### config.mk
export PLATFORM = sky130hd
export DESIGN_NAME = irq_src_ctrl
export DESIGN_NICKNAME = d
export VERILOG_FILES = /design/src/rtl/irq_src_pkg.sv /design/src/rtl/irq_opt_reg.sv /design/src/rtl/irq_edge_det.sv /design/src/rtl/irq_pend_bank.sv /design/src/rtl/irq_src_ctrl.sv
export SDC_FILE = /design/constraint.sdc
export NUM_CORES = 1
export LEC_CHECK = 0
export BUFFER_PORTS_ARGS = -buffer_cell sky130_fd_sc_hd__buf_4
export CORE_UTILIZATION = 46
export DETAILED_ROUTE_END_ITERATION = 10
export PLACE_DENSITY = 0.76
export SYNTH_ARGS = -nofsm -noshare
export SYNTH_HDL_FRONTEND = slang
export SYNTH_HIERARCHICAL = 1
export SYNTH_SLANG_ARGS = --single-unit
### constraint.sdc
create_clock -name clk -period 3.08 [get_ports clk]
set_input_delay 0.462 -clock clk [delete_from_list [all_inputs] [get_ports clk]]
set_output_delay 0.462 -clock clk [all_outputs]
set_load 0.05 [all_outputs]
### src/rtl/irq_src_pkg.sv
package irq_src_pkg;
    localparam int NUM_VEC  = 5;
    localparam int VEC_NMI  = 0;
    localparam int VEC_S1   = 1;
    localparam int VEC_PIN  = 2;
    localparam int VEC_S3   = 3;
    localparam int VEC_S4   = 4;

    localparam logic [7:0] OPT_ADDR = 8'hC8;
    localparam int BIT_LVL1 = 6;
    localparam int BIT_POL2 = 5;
    localparam int BIT_GEN  = 4;

    typedef enum logic { S1_EDGE = 1'b0, S1_LEVEL = 1'b1 } s1_mode_e;
    typedef enum logic { POL_FALL = 1'b0, POL_RISE = 1'b1 } pin_pol_e;

    typedef struct packed {
        s1_mode_e s1_mode;
        pin_pol_e pin_pol;
        logic     gen;
    } opt_t;
endpackage

### src/rtl/irq_opt_reg.sv
module irq_opt_reg
    import irq_src_pkg::*;
(
    input  logic       clk,
    input  logic       rst_n,
    input  logic       wr_en,
    input  logic       wr_full,
    input  logic [7:0] wr_addr,
    input  logic [7:0] wr_data,
    output opt_t       opt
);
    logic hit;
    logic unused_bits;

    assign hit         = wr_en && wr_full && (wr_addr == OPT_ADDR);
    assign unused_bits = ^{wr_data[7], wr_data[3:0]};

    always_ff @(posedge clk or negedge rst_n) begin
        if (!rst_n) begin
            opt <= '{s1_mode: S1_EDGE, pin_pol: POL_FALL, gen: 1'b0};
        end else if (hit) begin
            opt.s1_mode <= s1_mode_e'(wr_data[BIT_LVL1]);
            opt.pin_pol <= pin_pol_e'(wr_data[BIT_POL2]);
            opt.gen     <= wr_data[BIT_GEN];
        end
    end


    opt_ignore_chk: assert property (@(posedge clk) disable iff (!rst_n)
        (!wr_en || !wr_full || wr_addr != OPT_ADDR) |=> $stable(opt));
endmodule

### src/rtl/irq_edge_det.sv
module irq_edge_det #(
    parameter int WIDTH       = 1,
    parameter int SYNC_STAGES = 2
) (
    input  logic             clk,
    input  logic             rst_n,
    input  logic [WIDTH-1:0] sig_in,
    input  logic             rise_sel,
    output logic [WIDTH-1:0] edge_out
);
    logic [WIDTH-1:0] cur;
    logic [WIDTH-1:0] prev;

    generate
        if (SYNC_STAGES > 0) begin : g_sync
            logic [WIDTH-1:0] stg [SYNC_STAGES];
            always_ff @(posedge clk or negedge rst_n) begin
                if (!rst_n) begin
                    for (int i = 0; i < SYNC_STAGES; i++) stg[i] <= '0;
                end else begin
                    stg[0] <= sig_in;
                    for (int i = 1; i < SYNC_STAGES; i++) stg[i] <= stg[i-1];
                end
            end
            assign cur = stg[SYNC_STAGES-1];
        end else begin : g_direct
            assign cur = sig_in;
        end
    endgenerate

    always_ff @(posedge clk or negedge rst_n) begin
        if (!rst_n) prev <= '0;
        else        prev <= cur;
    end

    assign edge_out = rise_sel ? (cur & ~prev) : (~cur & prev);


    edge_needs_change_chk: assert property (@(posedge clk) disable iff (!rst_n)
        (|edge_out) |=> (prev != $past(prev)));
endmodule

### src/rtl/irq_pend_bank.sv
module irq_pend_bank
    import irq_src_pkg::*;
(
    input  logic               clk,
    input  logic               rst_n,
    input  logic [NUM_VEC-1:0] set_vec,
    input  logic [NUM_VEC-1:0] ack_vec,
    input  logic               s1_level,
    input  logic               s1_level_val,
    output logic [NUM_VEC-1:0] pend
);
    logic [NUM_VEC-1:0] latch_q;

    always_ff @(posedge clk or negedge rst_n) begin
        if (!rst_n) begin
            latch_q <= '0;
        end else begin
            for (int v = 0; v < NUM_VEC; v++) begin
                if (set_vec[v])      latch_q[v] <= 1'b1;
                else if (ack_vec[v]) latch_q[v] <= 1'b0;
            end
            if (s1_level) latch_q[VEC_S1] <= 1'b0;
        end
    end

    always_comb begin
        pend         = latch_q;
        pend[VEC_S1] = s1_level ? s1_level_val : latch_q[VEC_S1];
    end

    generate
        for (genvar v = 0; v < NUM_VEC; v++) begin : g_chk
            if (v != VEC_S1) begin : g_latched

                pend_hold_chk: assert property (@(posedge clk) disable iff (!rst_n)
                    (latch_q[v] && !ack_vec[v]) |=> latch_q[v]);

                ack_clear_chk: assert property (@(posedge clk) disable iff (!rst_n)
                    (ack_vec[v] && !set_vec[v]) |=> !latch_q[v]);
            end
        end
    endgenerate
endmodule

### src/rtl/irq_src_ctrl.sv
module irq_src_ctrl
    import irq_src_pkg::*;
#(
    parameter int NUM_PINS    = 8,
    parameter int NUM_S3      = 5,
    parameter int NUM_S4      = 3,
    parameter int SYNC_STAGES = 2
) (
    input  logic                clk,
    input  logic                rst_n,
    input  logic                wr_en,
    input  logic                wr_full,
    input  logic [7:0]          wr_addr,
    input  logic [7:0]          wr_data,
    input  logic                nmi_in,
    input  logic                src1_req,
    input  logic                src1_en,
    input  logic [NUM_PINS-1:0] pin_in,
    input  logic [NUM_PINS-1:0] pin_en,
    input  logic [NUM_S3-1:0]   s3_req,
    input  logic [NUM_S3-1:0]   s3_en,
    input  logic [NUM_S4-1:0]   s4_req,
    input  logic [NUM_S4-1:0]   s4_en,
    input  logic [4:0]          ack_vec,
    output logic [4:0]          pend_vec,
    output logic [4:0]          irq_req,
    output logic                wake
);
    opt_t                opt;
    logic                nmi_edge;
    logic                s1_edge;
    logic [NUM_PINS-1:0] pin_edge;
    logic [NUM_S3-1:0]   s3_edge;
    logic [NUM_S4-1:0]   s4_edge;
    logic [NUM_VEC-1:0]  set_vec;
    logic [NUM_VEC-1:0]  eligible;
    logic                s1_gated;

    irq_opt_reg u_opt (
        .clk(clk), .rst_n(rst_n), .wr_en(wr_en), .wr_full(wr_full),
        .wr_addr(wr_addr), .wr_data(wr_data), .opt(opt)
    );

    irq_edge_det #(.WIDTH(1), .SYNC_STAGES(SYNC_STAGES)) u_nmi_det (
        .clk(clk), .rst_n(rst_n), .sig_in(nmi_in), .rise_sel(1'b1), .edge_out(nmi_edge)
    );

    irq_edge_det #(.WIDTH(NUM_PINS), .SYNC_STAGES(SYNC_STAGES)) u_pin_det (
        .clk(clk), .rst_n(rst_n), .sig_in(pin_in),
        .rise_sel(opt.pin_pol == POL_RISE), .edge_out(pin_edge)
    );

    assign s1_gated = src1_req & src1_en;

    irq_edge_det #(.WIDTH(1), .SYNC_STAGES(0)) u_s1_det (
        .clk(clk), .rst_n(rst_n), .sig_in(s1_gated), .rise_sel(1'b1), .edge_out(s1_edge)
    );

    irq_edge_det #(.WIDTH(NUM_S3), .SYNC_STAGES(0)) u_s3_det (
        .clk(clk), .rst_n(rst_n), .sig_in(s3_req & s3_en), .rise_sel(1'b1), .edge_out(s3_edge)
    );

    irq_edge_det #(.WIDTH(NUM_S4), .SYNC_STAGES(0)) u_s4_det (
        .clk(clk), .rst_n(rst_n), .sig_in(s4_req & s4_en), .rise_sel(1'b1), .edge_out(s4_edge)
    );

    always_comb begin
        set_vec          = '0;
        set_vec[VEC_NMI] = nmi_edge;
        set_vec[VEC_S1]  = s1_edge;
        set_vec[VEC_PIN] = |(pin_edge & pin_en);
        set_vec[VEC_S3]  = |s3_edge;
        set_vec[VEC_S4]  = |s4_edge;
    end

    irq_pend_bank u_pend (
        .clk(clk), .rst_n(rst_n), .set_vec(set_vec), .ack_vec(ack_vec),
        .s1_level(opt.s1_mode == S1_LEVEL), .s1_level_val(s1_gated), .pend(pend_vec)
    );

    always_comb begin
        eligible          = pend_vec & {{(NUM_VEC-1){opt.gen}}, 1'b1};
        irq_req           = '0;
        for (int v = NUM_VEC-1; v >= 0; v--) begin
            if (eligible[v]) irq_req = 5'(1) << v;
        end
        wake = opt.gen & (|pend_vec);
    end


    req_onehot_chk: assert property (@(posedge clk) disable iff (!rst_n)
        $onehot0(irq_req));

    masked_quiet_chk: assert property (@(posedge clk) disable iff (!rst_n)
        !opt.gen |-> (irq_req[4:1] == 4'b0));

    wake_gate_chk: assert property (@(posedge clk) disable iff (!rst_n)
        !opt.gen |-> !wake);

    nmi_req_chk: assert property (@(posedge clk) disable iff (!rst_n)
        pend_vec[0] |-> irq_req[0]);
endmodule

# [After elaboration in Yosys (flattened, before gate mapping)]
# Index checks and enable logic that the tools add are counted.
[word_totals] register_bits=44 latch_bits=0 ramBits=0 romBits=0 input_bits=60 output_inout_bits=11 word_cells=65 n_memories=0
[classes] addsub=0 multipliers=0 n_div=0 magnitude_cmp=0 n_eq_ne=1 shift=0 muxes=18 bitwise=18 n_reduce_logical=11
[ops] op="$mux 5" n=5
[ops] op="$and 8x8->8" n=3
[ops] op="$not 8->8" n=2
[ops] op="$and 5x5->5" n=3
[ops] op="$mux 1" n=12
[ops] op="$reduce_or 5->1" n=2
[ops] op="$eq 8x8->1 const B" n=1
[ops] op="$mux 8" n=1
[ops] op="$reduce_bool 2->1" n=4
[ops] op="$reduce_or 8->1" n=1
[ops] op="$and 3x3->3" n=2
[ops] op="$not 5->5" n=1
[ops] op="$and 1x1->1" n=4
[ops] op="$not 3->3" n=1
[ops] op="$reduce_bool 3->1" n=1
[ops] op="$reduce_or 3->1" n=1
[ops] op="$logic_and 1x1->1" n=2
[ops] op="$not 1->1" n=2

# [Logic depth before layout (Yosys ltp)]
# Gate-level depths: netlist of run 1.
[depth] word_depth=8 ltp_mapped=6 mapped_depth_nobuf=6

# [By module]
# The synthesis of run 1 kept the hierarchy.
[modules_own_cells] module="irq_edge_det (u_pin_det)" n_inst=1 cells_each=49 area_each_um2=769.5 seq_area_each_um2=600.6
[modules_own_cells] module="irq_edge_det (u_s3_det)" n_inst=1 cells_each=21 area_each_um2=230.2 seq_area_each_um2=125.1
[modules_own_cells] module="irq_pend_bank" n_inst=1 cells_each=21 area_each_um2=230.2 seq_area_each_um2=125.1
[modules_own_cells] module="irq_src_ctrl" n_inst=1 cells_each=28 area_each_um2=187.7 seq_area_each_um2=0.0
[modules_own_cells] module="irq_opt_reg" n_inst=1 cells_each=9 area_each_um2=151.4 seq_area_each_um2=75.1
[modules_own_cells] module="irq_edge_det (u_s4_det)" n_inst=1 cells_each=12 area_each_um2=131.4 seq_area_each_um2=75.1
[modules_own_cells] module="irq_edge_det (u_nmi_det)" n_inst=1 cells_each=6 area_each_um2=97.6 seq_area_each_um2=75.1
[modules_own_cells] module="irq_edge_det (u_s1_det)" n_inst=1 cells_each=4 area_each_um2=47.5 seq_area_each_um2=25.0

# [Worst setup path after synthesis of run 1]
# OpenSTA, ideal clock, no wires.
[synth_path] path_type="in2out" startpoint="input src1_req" endpoint="output wake" arrival_ns=2.073 required_time_ns=2.618 slack_ns=0.545 path_stages=4 path_buffers=0 cell_sequence="and2_1 -> mux2_4 -> nor2_1 -> a21boi_0"
[synth_between] elab_chain_len=4
[synth_rtl] element="start, declared" line_no="irq_src_ctrl.sv:16" source="input logic src1_req,"
[synth_rtl] element="$and 1x1->1" line_no="irq_src_ctrl.sv:53" source="assign s1_gated = src1_req & src1_en;"
[synth_rtl] element="$mux 1" line_no="irq_pend_bank.sv:28" source="pend[VEC_S1] = s1_level ? s1_level_val : latch_q[VEC_S1];"
[synth_rtl] element="via pend_vec[1]" line_no="irq_src_ctrl.sv:25" source="output logic [4:0] pend_vec,"
[synth_rtl] element="$reduce_or 5->1" line_no="irq_src_ctrl.sv:87" source="wake = opt.gen & (|pend_vec);"
[synth_rtl] element="$and 1x1->1" line_no="irq_src_ctrl.sv:87"
[synth_rtl] element="end, declared" line_no="irq_src_ctrl.sv:27" source="output logic wake"
# The timed path passes the listed nets, and every way through them passes these cells.

# [Worst setup path in the final report of run 1]
[layout_path] startpoint="input src1_req" endpoint="output irq_req[4]"
[layout_between] elab_chain_len=5
[layout_rtl] element="$and 1x1->1" line_no="irq_src_ctrl.sv:53"
[layout_rtl] element="via s1_gated" line_no="irq_src_ctrl.sv:37" source="logic s1_gated;"
[layout_rtl] element="$mux 1" line_no="irq_pend_bank.sv:28"
[layout_rtl] element="$and 5x5->5" line_no="irq_src_ctrl.sv:82" source="eligible = pend_vec & {{(NUM_VEC-1){opt.gen}}, 1'b1};"
[layout_rtl] element="$mux 5 (2 in series)" line_no="irq_src_ctrl.sv:85" source="if (eligible[v]) irq_req = 5'(1) << v;"
[layout_rtl] element="end, declared" line_no="irq_src_ctrl.sv:26" source="output logic [4:0] irq_req,"
# The timed path passes the listed nets, and every way through them passes these cells.

==> results of run 1 <==
## layout by cell type, fill, tap and decap left out, types with 2 or more instances in the layout
cell type | synthesis | routed
conb_1 | 1 | 11
a22oi_1 | 4 | 4
a21o_1 | 4 | 4
o21ai_1 | 8 | 8
nor3_1 | 2 | 2
buf_4 | 5 | 65
nor2_1 | 2 | 2
inv_1 | 5 | 5
nand3b_1 | 18 | 18
and2_1 | 9 | 9
clkbuf_8 | 0 | 7
mux2_4 | 4 | 4
dfrtp_1 | 44 | 44
o21ai_0 | 6 | 6
o21ai_2 | 4 | 4
nand2b_1 | 19 | 19
## per-stage QoR
step,hold slack [ps],instance area [µm²]
floorplan,166,1880
global placement,332,2370
detailed placement,336,2370
CTS,168,2500
global route,185,2500
finish,146,2500
## how the worst min path moves through the flow
stage	cells after the start	slack, ps	end
floorplan	0	170	u_nmi_det/cur$_DFF_PN0_
global placement	0	330	u_pin_det/cur[3]$_DFF_PN0_
detailed placement	0	340	u_pin_det/cur[4]$_DFF_PN0_
CTS	1	170	u_pin_det/g_sync.stg[13]$_DFF_PN0_
global route	1	190	u_s3_det/prev[1]$_DFF_PN0_
finish	1	150	u_pin_det/g_sync.stg[13]$_DFF_PN0_
## kinds of logic (layout without fill, tap and decap cells)
family	after synthesis	after routing	share of synthesized area [%]
AOI/OAI and AO/OA	28	28	9.63
buffers and inverters	12	78	4.27
DFF	44	44	59.7
muxes	4	4	3.25
other	1	11	0.203
and+or+nand+nor	61	61	23.0
## routing by layer
metal  wire length (µm)  track usage [%]
met5                  0                0
met4                 39             6.52
met3                191             3.30
met2               1770             32.0
met1               1310             20.6
## flip-flops by register name, summed over array words and instances (netlist names)
| signal | count |
|---|---|
| u_nmi_det/cur | 1 |
| u_nmi_det/g_sync.stg | 1 |
| u_nmi_det/prev | 1 |
| u_opt/opt | 3 |
| u_pend/latch_q | 5 |
| u_pin_det/cur | 8 |
| u_pin_det/g_sync.stg | 8 |
| u_pin_det/prev | 8 |
| u_s1_det/prev | 1 |
| u_s3_det/prev | 5 |
| u_s4_det/prev | 3 |
## critical path, delay by kind of cell
kind / cells / cell delay, ps
multiplexers: 1 / 290
buffers and inverters: 2 / 310
AND/OR/NAND/NOR: 3 / 600
## cell type report
type,instances,share of cell area [%]
Clock buffer,7,3.86
Clock inverter,1,1.20
Inverter,5,0.752
Multi-Input combinational cell,104,28.2
Sequential cell,44,44.1
Tap cell,48,2.40
Timing Repair Buffer,65,19.5
## power by group through the flow
| stage | Clock [mW] | Sequential, mW | Combinational (mW) |
|---|---|---|---|
| after floorplan | 0 | 0.633 | 0.110 |
| after global placement | 0 | 0.641 | 0.173 |
| after detailed placement | 0 | 0.645 | 0.178 |
| after CTS | 0.476 | 0.633 | 0.178 |
| after global routing | 0.500 | 0.637 | 0.191 |
| final | 0.464 | 0.632 | 0.176 |
==> results.cfg, run 1 <==
[run_status]
status = completed

[setup_path]
cpPeakStageDelay_ps = 290
cpMostUsedCell = buf_4
cp-end-kind = output pin
cp_max_fo = 4
crit_type = input port to output pin
critPathLaunchType = input port
crit_chain = buf_4 -> and2_1 -> mux2_4 -> nor2_1 -> and4b_1 -> buf_4
crit_start = src1_req
r2r_slack_ps = 1640
cp_slowest_cell = mux2_4
regToRegStartpoint = u_opt/opt[1]$_DFFE_PN0P_
crit_arrival_ps = 1650
rr_endpoint = u_pend/latch_q[2]$_DFFE_PN0P_
worstPathRequired_ps = 2620
crit_end = irq_req[4]
r2r_cells = 4

[synthesis]
async_flop_share_pct = 100
synth_area_leaders = dfrtp_1, nand3b_1, nand2b_1
synth_cell_type_count = 29
synth-main-ff-cell = dfrtp_1
synth_area_um2 = 1850
synth_cells = 150
ys_warn_count = 6
ys_ff_latch = 44
yosysTopAreaCell = dfrtp_1
syn_area_per_cell_um2 = 12.3
synth_top_cell_area_share_pct = 59.7
yosysMostFrequentCell = dfrtp_1
synth_common_cells = dfrtp_1, nand2b_1, nand3b_1, and2_1, o21ai_1
yosysSeqAreaShare_pct = 59.7
synth_edf_count = 0

[layout]
multi_input_area_um2 = 703
area_growth_syn_to_layout_pct = 35.3
layout-drive-gt1-share_pct = 38.1
fin_cells = 274
seqCellArea_um2 = 1100
fill_cells = 298
num-nets-final = 285
final_core_util_pct = 66.7
num_antenna_cells = 0

[power]
pwr-share-seq_pct = 49.7
intPower_mw = 0.986
powerDensity_nw_per_um2 = 509
power_mw = 1.27
p_leak_nw = 1.20
swShare_pct = 22.5
switchingPower_mw = 0.287
power_frac_comb_pct = 13.8
clkPwrFrac_pct = 36.5
vdd_ir_drop_max_uv = 334

[clocking]
cts-root-buf = clkbuf_8
cts_resized = 0
cts_hold_buf = 0
clock_sinks = 44
cts_max_level = 2
insertion_delay_ps = 290
cts_tree = built
cts_buffers = 5
post_cts_buffers = 0
clockBufferDepth = 2
path_clk_slew_ps = 80

[floorplan]
die_area_um2 = 4270
core_um2 = 3740
io_pins = 71
die_h_um = 65.3
die_w_um = 65.3
num_rows = 22
initial_core_util_pct = 49.3

[sta]
worst_slew_pin_slew_ps = 528
fmax_mhz = 473
timing.final.max_slew_violations = 0
layout_setup_ws_ps = 964
fin_skew_ps = 3.24
final-hold-violation-count = 0
fin_setup_tns_ps = 0
setup_viol = 0
finalCriticalPeriod_ps = 2120
rsz0062_at_grt = no
relSlewSlack_pct = 64.8
timing.final.crit_share_pct = 68.7

[global_route]
grt_max_degree = 45
first_global_vias = 1368
grt.overflow.total = 0
grt_pass1_wl_mm = 5.69
antenna_found_initial = 0
grt_usage_pct = 17.6

[detailed_routing]
detail-route-antenna-nets = 0
drt_iter0_markers = 47
via_per_inst = 4.85
drc_errors = 0
wirelength_mm = 3.31
drt_pass1_iterations = 4
vias = 1329
drt-wirelength-per-cell_um = 12.1

[place]
dp.cells = 266
place_congestion = 0.707
preCtsSetupSlack_ps = 967
portBuffers = 65
dpl.hpwl_mm = 2.66

[job]
drv_cap = 0

[hold_path]
hold_path.class = input port to asynchronous set/reset pin
Power figures use the tool's default switching activity.
==> run 2, diff against run 1 <==
--- a/config.mk
+++ b/config.mk
@@ -6,9 +6,9 @@
 export NUM_CORES = 1
 export LEC_CHECK = 0
 export BUFFER_PORTS_ARGS = -buffer_cell sky130_fd_sc_hd__buf_4
-export CORE_UTILIZATION = 46
+export CORE_UTILIZATION = 43
 export DETAILED_ROUTE_END_ITERATION = 10
-export PLACE_DENSITY = 0.76
+export PLACE_DENSITY = 0.74
 export SYNTH_ARGS = -nofsm -noshare
 export SYNTH_HDL_FRONTEND = slang
 export SYNTH_HIERARCHICAL = 1
==> constraint.sdc (replaced) <==
create_clock -name clk -period 1.8 [get_ports clk]
set_input_delay 0.27 -clock clk [delete_from_list [all_inputs] [get_ports clk]]
set_output_delay 0.27 -clock clk [all_outputs]
set_load 0.05 [all_outputs]
==> results.cfg, run 2 (synthesis results as in run 1) <==
[detailed_routing]
drc_errors = 0
wirelength_mm = 3.05
drt_iter0_markers = 45
detail-route-antenna-nets = 0
drt-wirelength-per-cell_um = 11.0
drt_pass1_iterations = 4
via_per_inst = 4.72
vias = 1313

[setup_path]
worstPathRequired_ps = 1530
crit_start = u_opt/opt[2]$_DFFE_PN0P_
r2r_cells = 4
regToRegStartpoint = u_opt/opt[1]$_DFFE_PN0P_
crit_end = irq_req[4]
r2r_slack_ps = 330
rr_endpoint = u_pend/latch_q[2]$_DFFE_PN0P_
cp_max_fo = 4
cp-end-kind = output pin
crit_type = flop to output pin
crit_arrival_ps = 1480
critPathLaunchType = flop

[layout]
final_core_util_pct = 62.1
final_common_cell = buf_4
multi_input_area_um2 = 711
layout-drive-gt1-share_pct = 38.6
layout_common_cells = buf_4, dfrtp_1, nand2b_1
fill_cells = 342
area_growth_syn_to_layout_pct = 36.6
seqCellArea_um2 = 1100
final_area_um2 = 2520
num-nets-final = 287
num_antenna_cells = 0

[clocking]
clock_sinks = 44
cts-root-buf = clkbuf_8
cts_buffers = 5
path_clk_slew_ps = 80
clockBufferDepth = 2
insertion_delay_ps = 290
cts_max_level = 2
cts_tree = built

[global_route]
grt_util_met3_pct = 4.90
met1_usage_pct = 16.2
first_global_vias = 1174
grt_usage_pct = 15.0
grt_max_degree = 45
grt.overflow.total = 0
top_usage_layer = met2
grt_pass1_wl_mm = 4.86
antenna_found_initial = 0
met2_usage_pct = 26.0

[sta]
rsz0062_at_grt = yes
worst_slew_pin_slew_ps = 533
fmax_mhz = 570
relSlewSlack_pct = 64.5
setup_viol = 0
fin_skew_ps = 2.70
fin_setup_tns_ps = 0
final-hold-violation-count = 0
finalCriticalPeriod_ps = 1750
timing.final.crit_share_pct = 97.5
timing.final.max_slew_violations = 0
layout_setup_ws_ps = 45.7

[power]
power_mw = 2.14
p_leak_nw = 1.20
vdd_ir_drop_max_uv = 698
powerDensity_nw_per_um2 = 849

[floorplan]
die_area_um2 = 4560
die_h_um = 67.5
initial_core_util_pct = 45.5
io_pins = 71
core_um2 = 4060
num_rows = 23
die_w_um = 67.5

[place]
place_congestion = 0.734
dpl-instance-area_um2 = 2370
dpl.hpwl_mm = 2.32
preCtsSetupSlack_ps = 125
portBuffers = 65

[job]
drv_cap = 0

[hold_path]
hold_path.class = input port to flop

[run_status]
status = completed
run 2: cell types whose count changed in the layout (fill, tap and decap cells not counted):
cell | before | now
a21boi_0 | 1 | 0
a21boi_1 | 0 | 1
buf_4 | 65 | 64
buf_6 | 0 | 2
clkbuf_8 | 7 | 5
clkinvlp_4 | 0 | 1
dlygate4sd3_1 | 0 | 1
inv_6 | 0 | 1
nor2_1 | 2 | 1
nor2_4 | 0 | 1
run 2: how the worst min path moves through the flow:
stage	start	to	slack [ps]	depth (start not counted)
6_report	pin_in[7]	u_pin_det/g_sync.stg[15]$_DFF_PN0_	80	1
5_1_grt	pin_in[4]	u_pin_det/g_sync.stg[12]$_DFF_PN0_	50	1
2_1_floorplan	rst_n	u_nmi_det/cur$_DFF_PN0_	-30	0
4_1_cts	pin_in[0]	u_pin_det/g_sync.stg[8]$_DFF_PN0_	70	1
3_5_place_dp	rst_n	u_pin_det/g_sync.stg[13]$_DFF_PN0_	290	1
3_3_place_gp	rst_n	u_pin_det/g_sync.stg[13]$_DFF_PN0_	290	1
run 2: timing repair:
item / in CTS / in global routing
resized for setup: 2 / 2
hold buffers: 1 / 0
buffers inserted: 1 / 0
pin swaps: 0 / 1
endpoints found under the setup margin: 2 / 2
endpoints found under the hold margin: 44 / 0
gates cloned: 0 / 0
run 2: metal layers:
metal | up-vias | routed length [µm] | share of wire [%]
met4 | 0 | 40 | 1.3
met1 | 611 | 1340 | 44
met2 | 39 | 1500 | 49
met3 | 4 | 176 | 5.8
met5 | - | 0 | 0
li1 | 659 | - | -
run 2: final cells by class:
cell class / count / area share [%]
inverter: 5 / 0.744
clock buffer: 5 / 2.73
timing repair buffer: 67 / 20.3
multi-input combinational: 104 / 28.2
clock inverter: 3 / 1.84
sequential: 44 / 43.7
tap: 50 / 2.48
run 2: critical path, cell delays in order, from the launching register on:
cell and delay [ps]:
dfrtp_1 390, mux2_4 330, nor2_4 90, and4b_1 210
buf_6 160
run 2: through the flow:
step / instances / hold slack [ps]
global route: 278 / 54.2
detailed placement: 268 / 293
CTS: 278 / 66.6
floorplan: 160 / -25.6
global placement: 268 / 291
finish: 278 / 75.9
run 2: report_power, final:
part	internal, mW	leakage (nW)	total [mW]	switching [mW]
Clock	0.418	0.0548	0.756	0.338
Combinational	0.157	0.620	0.303	0.146
Sequential	1.04	0.528	1.08	0.0381
